[config.mk]
export PLATFORM = sky130hd
export DESIGN_NAME = rtc_century_status
export DESIGN_NICKNAME = d
export VERILOG_FILES = /design/src/rtl/rtc_cs_pkg.sv /design/src/rtl/rtc_year_watch.sv /design/src/rtl/rtc_sts_regs.sv /design/src/rtl/rtc_well_cfg.sv /design/src/rtl/rtc_century_status.sv
export SDC_FILE = /design/constraint.sdc
export NUM_CORES = 1
export LEC_CHECK = 0
export BUFFER_PORTS_ARGS = -buffer_cell sky130_fd_sc_hd__buf_2
export CORE_MARGIN = 2
export CORE_UTILIZATION = 34
export CTS_BUF_LIST = sky130_fd_sc_hd__clkbuf_8 sky130_fd_sc_hd__clkbuf_16
export CTS_CLUSTER_SIZE = 28
export DETAILED_ROUTE_END_ITERATION = 12
export GPL_ROUTABILITY_DRIVEN = 0
export PLACE_DENSITY = 0.72
export SLEW_MARGIN = 20
export SYNTH_ARGS = -nofsm -noshare
export SYNTH_HDL_FRONTEND = slang
export SYNTH_SLANG_ARGS = --single-unit
[constraint.sdc]
create_clock -name clk -period 0.93 [get_ports clk]
set_input_delay 0.093 -clock clk [delete_from_list [all_inputs] [get_ports clk]]
set_output_delay 0.093 -clock clk [all_outputs]
set_load 0.005 [all_outputs]
[src/rtl/rtc_cs_pkg.sv]
package rtc_cs_pkg;

    // Year tracking states
    typedef enum logic [1:0] {
        YW_CLEARED = 2'd0,
        YW_TRACK   = 2'd1,
        YW_ARMED   = 2'd2
    } yw_state_e;

    // Power state codes
    typedef enum logic [2:0] {
        PS_S0 = 3'd0,
        PS_S1 = 3'd1,
        PS_S2 = 3'd2,
        PS_S3 = 3'd3,
        PS_S4 = 3'd4,
        PS_S5 = 3'd5
    } pstate_e;

    localparam logic [7:0] BCD_99 = 8'h99;
    localparam logic [7:0] BCD_00 = 8'h00;

    // Positions inside the clear mask
    localparam int CLR_CENT = 0;
    localparam int CLR_PWR  = 1;

endpackage

[src/rtl/rtc_year_watch.sv]
module rtc_year_watch
    import rtc_cs_pkg::*;
#(
    parameter int             IDX_W    = 7,
    parameter logic [IDX_W-1:0] YEAR_IDX = 'h09
) (
    input  logic             clk,
    input  logic             well_rst_n,
    input  logic             wr_en,
    input  logic [IDX_W-1:0] wr_idx,
    input  logic [7:0]       wr_data,
    output logic             rollover
);

    yw_state_e state_q;
    yw_state_e state_d;
    logic      yr_wr;

    assign yr_wr = wr_en && (wr_idx == YEAR_IDX);

    // State register
    always_ff @(posedge clk) begin
        if (!well_rst_n) begin
            state_q <= YW_CLEARED;
        end else begin
            state_q <= state_d;
        end
    end

    // Next state
    always_comb begin
        state_d = state_q;
        if (yr_wr) begin
            unique case (state_q)
                YW_CLEARED,
                YW_TRACK: state_d = (wr_data == BCD_99) ? YW_ARMED : YW_TRACK;
                YW_ARMED: state_d = (wr_data == BCD_99) ? YW_ARMED : YW_TRACK;
                default:  state_d = YW_TRACK;
            endcase
        end
    end

    // Outputs
    always_comb begin
        rollover = 1'b0;
        unique case (state_q)
            YW_ARMED: rollover = well_rst_n && yr_wr && (wr_data == BCD_00);
            default:  rollover = 1'b0;
        endcase
    end

endmodule

[src/rtl/rtc_sts_regs.sv]
module rtc_sts_regs
    import rtc_cs_pkg::*;
(
    input  logic       clk,
    input  logic       sys_rst_n,
    input  logic       well_rst_n,
    input  logic       rollover,
    input  logic [2:0] pwr_state,
    input  logic       clr_en,
    input  logic [1:0] clr_mask,
    output logic       cent_sts,
    output logic       pwr_sts,
    output logic       smi_req
);

    logic in_s0;
    logic clr_cent;
    logic clr_pwr;

    assign in_s0    = (pwr_state == PS_S0);
    assign clr_cent = clr_en && clr_mask[CLR_CENT];
    assign clr_pwr  = clr_en && clr_mask[CLR_PWR];

    // New-century status: setting wins over clearing
    always_ff @(posedge clk) begin
        if (!well_rst_n) begin
            cent_sts <= 1'b0;
        end else if (rollover) begin
            cent_sts <= 1'b1;
        end else if (clr_cent) begin
            cent_sts <= 1'b0;
        end
    end

    // RTC-power status: set by the well reset only
    always_ff @(posedge clk) begin
        if (!well_rst_n) begin
            pwr_sts <= 1'b1;
        end else if (clr_pwr) begin
            pwr_sts <= 1'b0;
        end
    end

    // Interrupt request pulse, issued only in the fully-on state
    always_ff @(posedge clk) begin
        if (!sys_rst_n) begin
            smi_req <= 1'b0;
        end else begin
            smi_req <= rollover && in_s0;
        end
    end

endmodule

[src/rtl/rtc_well_cfg.sv]
module rtc_well_cfg #(
    parameter int               CFG_W       = 8,
    parameter logic [CFG_W-1:0] CFG_DEFAULT = 'hA5
) (
    input  logic             clk,
    input  logic             well_rst_n,
    input  logic             cfg_wr,
    input  logic [CFG_W-1:0] cfg_wdata,
    output logic [CFG_W-1:0] cfg_q
);

    logic [CFG_W-1:0] bits_q;

    for (genvar b = 0; b < CFG_W; b++) begin : g_bit
        always_ff @(posedge clk) begin
            if (!well_rst_n) begin
                bits_q[b] <= CFG_DEFAULT[b];
            end else if (cfg_wr) begin
                bits_q[b] <= cfg_wdata[b];
            end
        end
    end

    assign cfg_q = bits_q;

endmodule

[src/rtl/rtc_century_status.sv]
module rtc_century_status
    import rtc_cs_pkg::*;
#(
    parameter int               IDX_W       = 7,
    parameter logic [IDX_W-1:0] YEAR_IDX    = 'h09,
    parameter int               CFG_W       = 8,
    parameter logic [CFG_W-1:0] CFG_DEFAULT = 'hA5
) (
    input  logic             clk,
    input  logic             rst_n,
    input  logic             rtc_rst_n,
    input  logic             wr_en,
    input  logic [IDX_W-1:0] wr_idx,
    input  logic [7:0]       wr_data,
    input  logic [2:0]       pwr_state,
    input  logic             clr_en,
    input  logic [1:0]       clr_mask,
    input  logic             cfg_wr,
    input  logic [CFG_W-1:0] cfg_wdata,
    output logic             cent_sts,
    output logic             pwr_sts,
    output logic             smi_req,
    output logic [CFG_W-1:0] cfg_q
);

    logic rollover;

    rtc_year_watch #(
        .IDX_W    (IDX_W),
        .YEAR_IDX (YEAR_IDX)
    ) i_year_watch (
        .clk        (clk),
        .well_rst_n (rtc_rst_n),
        .wr_en      (wr_en),
        .wr_idx     (wr_idx),
        .wr_data    (wr_data),
        .rollover   (rollover)
    );

    rtc_sts_regs i_sts_regs (
        .clk        (clk),
        .sys_rst_n  (rst_n),
        .well_rst_n (rtc_rst_n),
        .rollover   (rollover),
        .pwr_state  (pwr_state),
        .clr_en     (clr_en),
        .clr_mask   (clr_mask),
        .cent_sts   (cent_sts),
        .pwr_sts    (pwr_sts),
        .smi_req    (smi_req)
    );

    rtc_well_cfg #(
        .CFG_W       (CFG_W),
        .CFG_DEFAULT (CFG_DEFAULT)
    ) i_well_cfg (
        .clk        (clk),
        .well_rst_n (rtc_rst_n),
        .cfg_wr     (cfg_wr),
        .cfg_wdata  (cfg_wdata),
        .cfg_q      (cfg_q)
    );

endmodule

==> impl_metrics.csv <==
group,metric,value,unit
outcome,status,"completed",
pwr,power_frac_clock,0.378,
clock_tree,cts_buffers,3,
floorplan,die_x,45.99,um
detailed_routing,final_antenna_net_count,0,
setup_path,cp.required,1.11,ns
setup_path,setup.worst_path.start,"i_year_watch.state_q[1]",
setup_path,critPathLaunchType,"register",
sta,fin_worst_skew,0.0004363,ns
global_route,grt-ovfl-total,0,
global_route,grt_pass1_vias,567,
detailed_routing,drt_iter0_drc,4,
detailed_routing,viasPerCell,4.916,
pwr,sw_frac_of_total,0.2190,
sta,slew_viol_final,0,
sta,grt_setup_unrepaired,"yes",
pwr,p_int,979.0,uW
detailed_routing,drc,0,
clock_tree,h-tree-depth,1,
yosys,yosys_warnings,0,
setup_path,r2r_cells,3,
floorplan,die_area,0.002115,mm2
yosys,yosysUniqueCellTypes,21,
flow_run,cap_violations,0,
pwr,p_total,1.254,mW
pwr,ir_drop,0.4498,mV
clock_tree,cts.sinks,13,
sta,slew_headroom,0.8350,
pwr,p_per_area,1320,mW/mm2
yosys,syn_avg_cell_area,9.667,um2
sta,setup_viol,0,
setup_path,crit_arrival,1.10,ns
floorplan,io_pins,45,
global_route,antenna_found_initial,0,
sta,fmax,1.083,GHz
global_route,grt_usage,0.1340,
sta,whs,0.07278,ns
sta,period_share,0.9929,
setup_path,crit_fanout,3,
cells_and_area,final_layout_size_suffix_gt1_frac,0.5702,
detailed_routing,routed_wl,1.424,mm
pwr,power.switching,274.6,uW
sta,period_minus_slack,0.9234,ns
setup_path,rrSetupSlack,0.007,ns
setup_path,path_class,"register to register",
global_route,grt_pass1_wl,2.063,mm
cells_and_area,final_util,0.5622,
clock_tree,cts_buffer_depth,2,
placement,port_buffers,44,
hold_path,hold_class,"primary input to register",
floorplan,start_util,0.3548,
cells_and_area,antenna_cells,0,
yosys,syn_inst,62,
clock_tree,clock_latency,0.23,ns
clock_tree,cts_tree,"built",
floorplan,coreArea,0.001689,mm2
yosys,yosysSeqAreaShare,0.4342,
setup_path,cp-end-kind,"register",
setup_path,cp-endpoint,"i_sts_regs.smi_req",
cells_and_area,syn2layout_area_growth,58.46,%
clock_tree,cts_root_buffer,"clkbuf_8",
cells_and_area,nets,149,
floorplan,die_y,45.99,um
pwr,p_comb_frac,0.150,
setup_path,r2r_end,"i_sts_regs.smi_req",
detailed_routing,first_pass_iters,4,
detailed_routing,routed-via-count,644,
pwr,seqPwrFrac,0.472,
yosys,syn_nets,96,
sta,tightest_slew,0.2441,ns
global_route,grt_max_degree,11,
pwr,power_leakage,0.4538,nW
yosys,synth_area,599.3,um2
sta,hold_viol,0,
setup_path,r2r_start,"i_year_watch.state_q[1]",
yosys,ys_seq_elements,13,
clock_tree,clkTransAtPathRegs,0.05,ns
detailed_routing,wire_per_inst,10.87,um
floorplan,rows,15,
## placed cells by master, fill, tap and decap left out
| cell type | Yosys | final |
|---|---|---|
| and2_1 | 1 | 1 |
| or4b_4 | 1 | 1 |
| inv_1 | 0 | 1 |
| nor4b_1 | 4 | 1 |
| nor3_1 | 2 | 1 |
| nor4b_2 | 0 | 3 |
| o32ai_1 | 1 | 1 |
| inv_2 | 1 | 1 |
| buf_2 | 1 | 44 |
| dfxtp_1 | 13 | 12 |
| buf_4 | 0 | 6 |
| and4bb_2 | 1 | 1 |
| nand2_2 | 0 | 1 |
| dfxtp_2 | 0 | 1 |
| nor4_2 | 1 | 1 |
| nand3_1 | 3 | 3 |
| mux2i_1 | 8 | 8 |
| nor2_1 | 5 | 5 |
| and4_1 | 2 | 2 |
| nor2_2 | 1 | 1 |
| nand4_1 | 1 | 1 |
| nand4bb_4 | 1 | 1 |
| clkbuf_8 | 0 | 3 |
| o21ai_1 | 1 | 1 |
| nor3_2 | 0 | 1 |
| o22ai_1 | 1 | 1 |
| nand2_1 | 12 | 11 |
## power by group through the flow
stage / logic [mW] / registers (mW) / clock network, mW
after floorplan: 0.0695 / 0.607 / 0
after global placement: 0.180 / 0.602 / 0
after detailed placement: 0.185 / 0.603 / 0
after CTS: 0.188 / 0.592 / 0.486
after global routing: 0.209 / 0.594 / 0.509
final: 0.188 / 0.592 / 0.474
## critical path: stages, from the launching register on
cell and delay, ns:
dfxtp_2 0.34, nand2_2 0.07, nor4b_2 0.26, and4_1 0.20
## routing by layer
| metal | GRT usage | routed length, um | up-vias |
|---|---|---|---|
| met3 | 0.02381 | 92 | 0 |
| met5 | 0 | 0 | - |
| met1 | 0.1415 | 587 | 283 |
| met4 | 0.06857 | 0 | 0 |
| met2 | 0.2472 | 743 | 29 |
| li1 | - | - | 332 |
## how the worst min path moves through the flow
| stage | startpoint | to | slack [ns] | depth (start not counted) |
|---|---|---|---|---|
| global placement | cfg_wdata[7] | i_well_cfg.cfg_q[7] | 0.31 | 3 |
| CTS | cfg_wdata[2] | i_well_cfg.cfg_q[2] | 0.07 | 3 |
| finish | cfg_wdata[7] | i_well_cfg.cfg_q[7] | 0.07 | 3 |
| global route | cfg_wdata[2] | i_well_cfg.cfg_q[2] | 0.08 | 3 |
| floorplan | cfg_wdata[0] | i_well_cfg.cfg_q[0] | 0.22 | 2 |
| detailed placement | cfg_wdata[2] | i_well_cfg.cfg_q[2] | 0.32 | 3 |
## Yosys cell counts
cell	number	share of area
dfxtp_1	13	0.43
buf_2	1	0.0083
o32ai_1	1	0.015
nand3_1	3	0.025
and4_1	2	0.029
nand4_1	1	0.010
and4bb_2	1	0.021
o22ai_1	1	0.010
nor2_1	5	0.031
mux2i_1	8	0.13
nand2_1	12	0.075
nand4bb_4	1	0.046
clkbuf_1	1	0.0063
o21ai_1	1	0.0083
and2_1	1	0.010
or4b_4	1	0.023
inv_2	1	0.0063
nor4b_1	4	0.058
nor2_2	1	0.010
nor4_2	1	0.021
nor3_1	2	0.017
## cell type report
type                            count  area (um2)
Sequential cell                    13       261.5
Multi-Input combinational cell     46       352.8
Fill cell                         167       739.5
Tap cell                           17       21.27
Inverter                            1       3.754
Clock inverter                      1       3.754
Clock buffer                        3       41.29
Timing Repair Buffer               50       265.3
## through the flow
stage	instance area, um2	worst slack (ns)	std cells	TNS [ns]
after floorplan	604.3	-0.01482	62	-0.02264
after global placement	874.6	-0.1501	126	-0.4434
after detailed placement	874.6	-0.1766	126	-0.5172
after CTS	933.4	0.01352	130	0
after global routing	949.7	-0.05206	131	-0.05206
final	949.7	0.006611	131	0
## sequential cells by signal, indices dropped and copies added (netlist names)
signal                flops
i_sts_regs.cent_sts       1
i_sts_regs.pwr_sts        1
i_sts_regs.smi_req        1
i_well_cfg.cfg_q          8
i_year_watch.state_q      2
## cell families after synthesis
| kind of cell | share of synthesized area |
|---|---|
| simple gates | 0.3779 |
| flops | 0.4342 |
| mux | 0.1336 |
| compound gates | 0.03340 |
| buf+inv | 0.02086 |
## timing repair
action,4_1_cts,5_1_grt
buffers inserted,0,1
hold buffers,0,0
endpoints found under the setup margin,2,3
pin swaps,0,6
gates resized for setup,3,2
No activity file was read; power rests on OpenSTA's default activity.
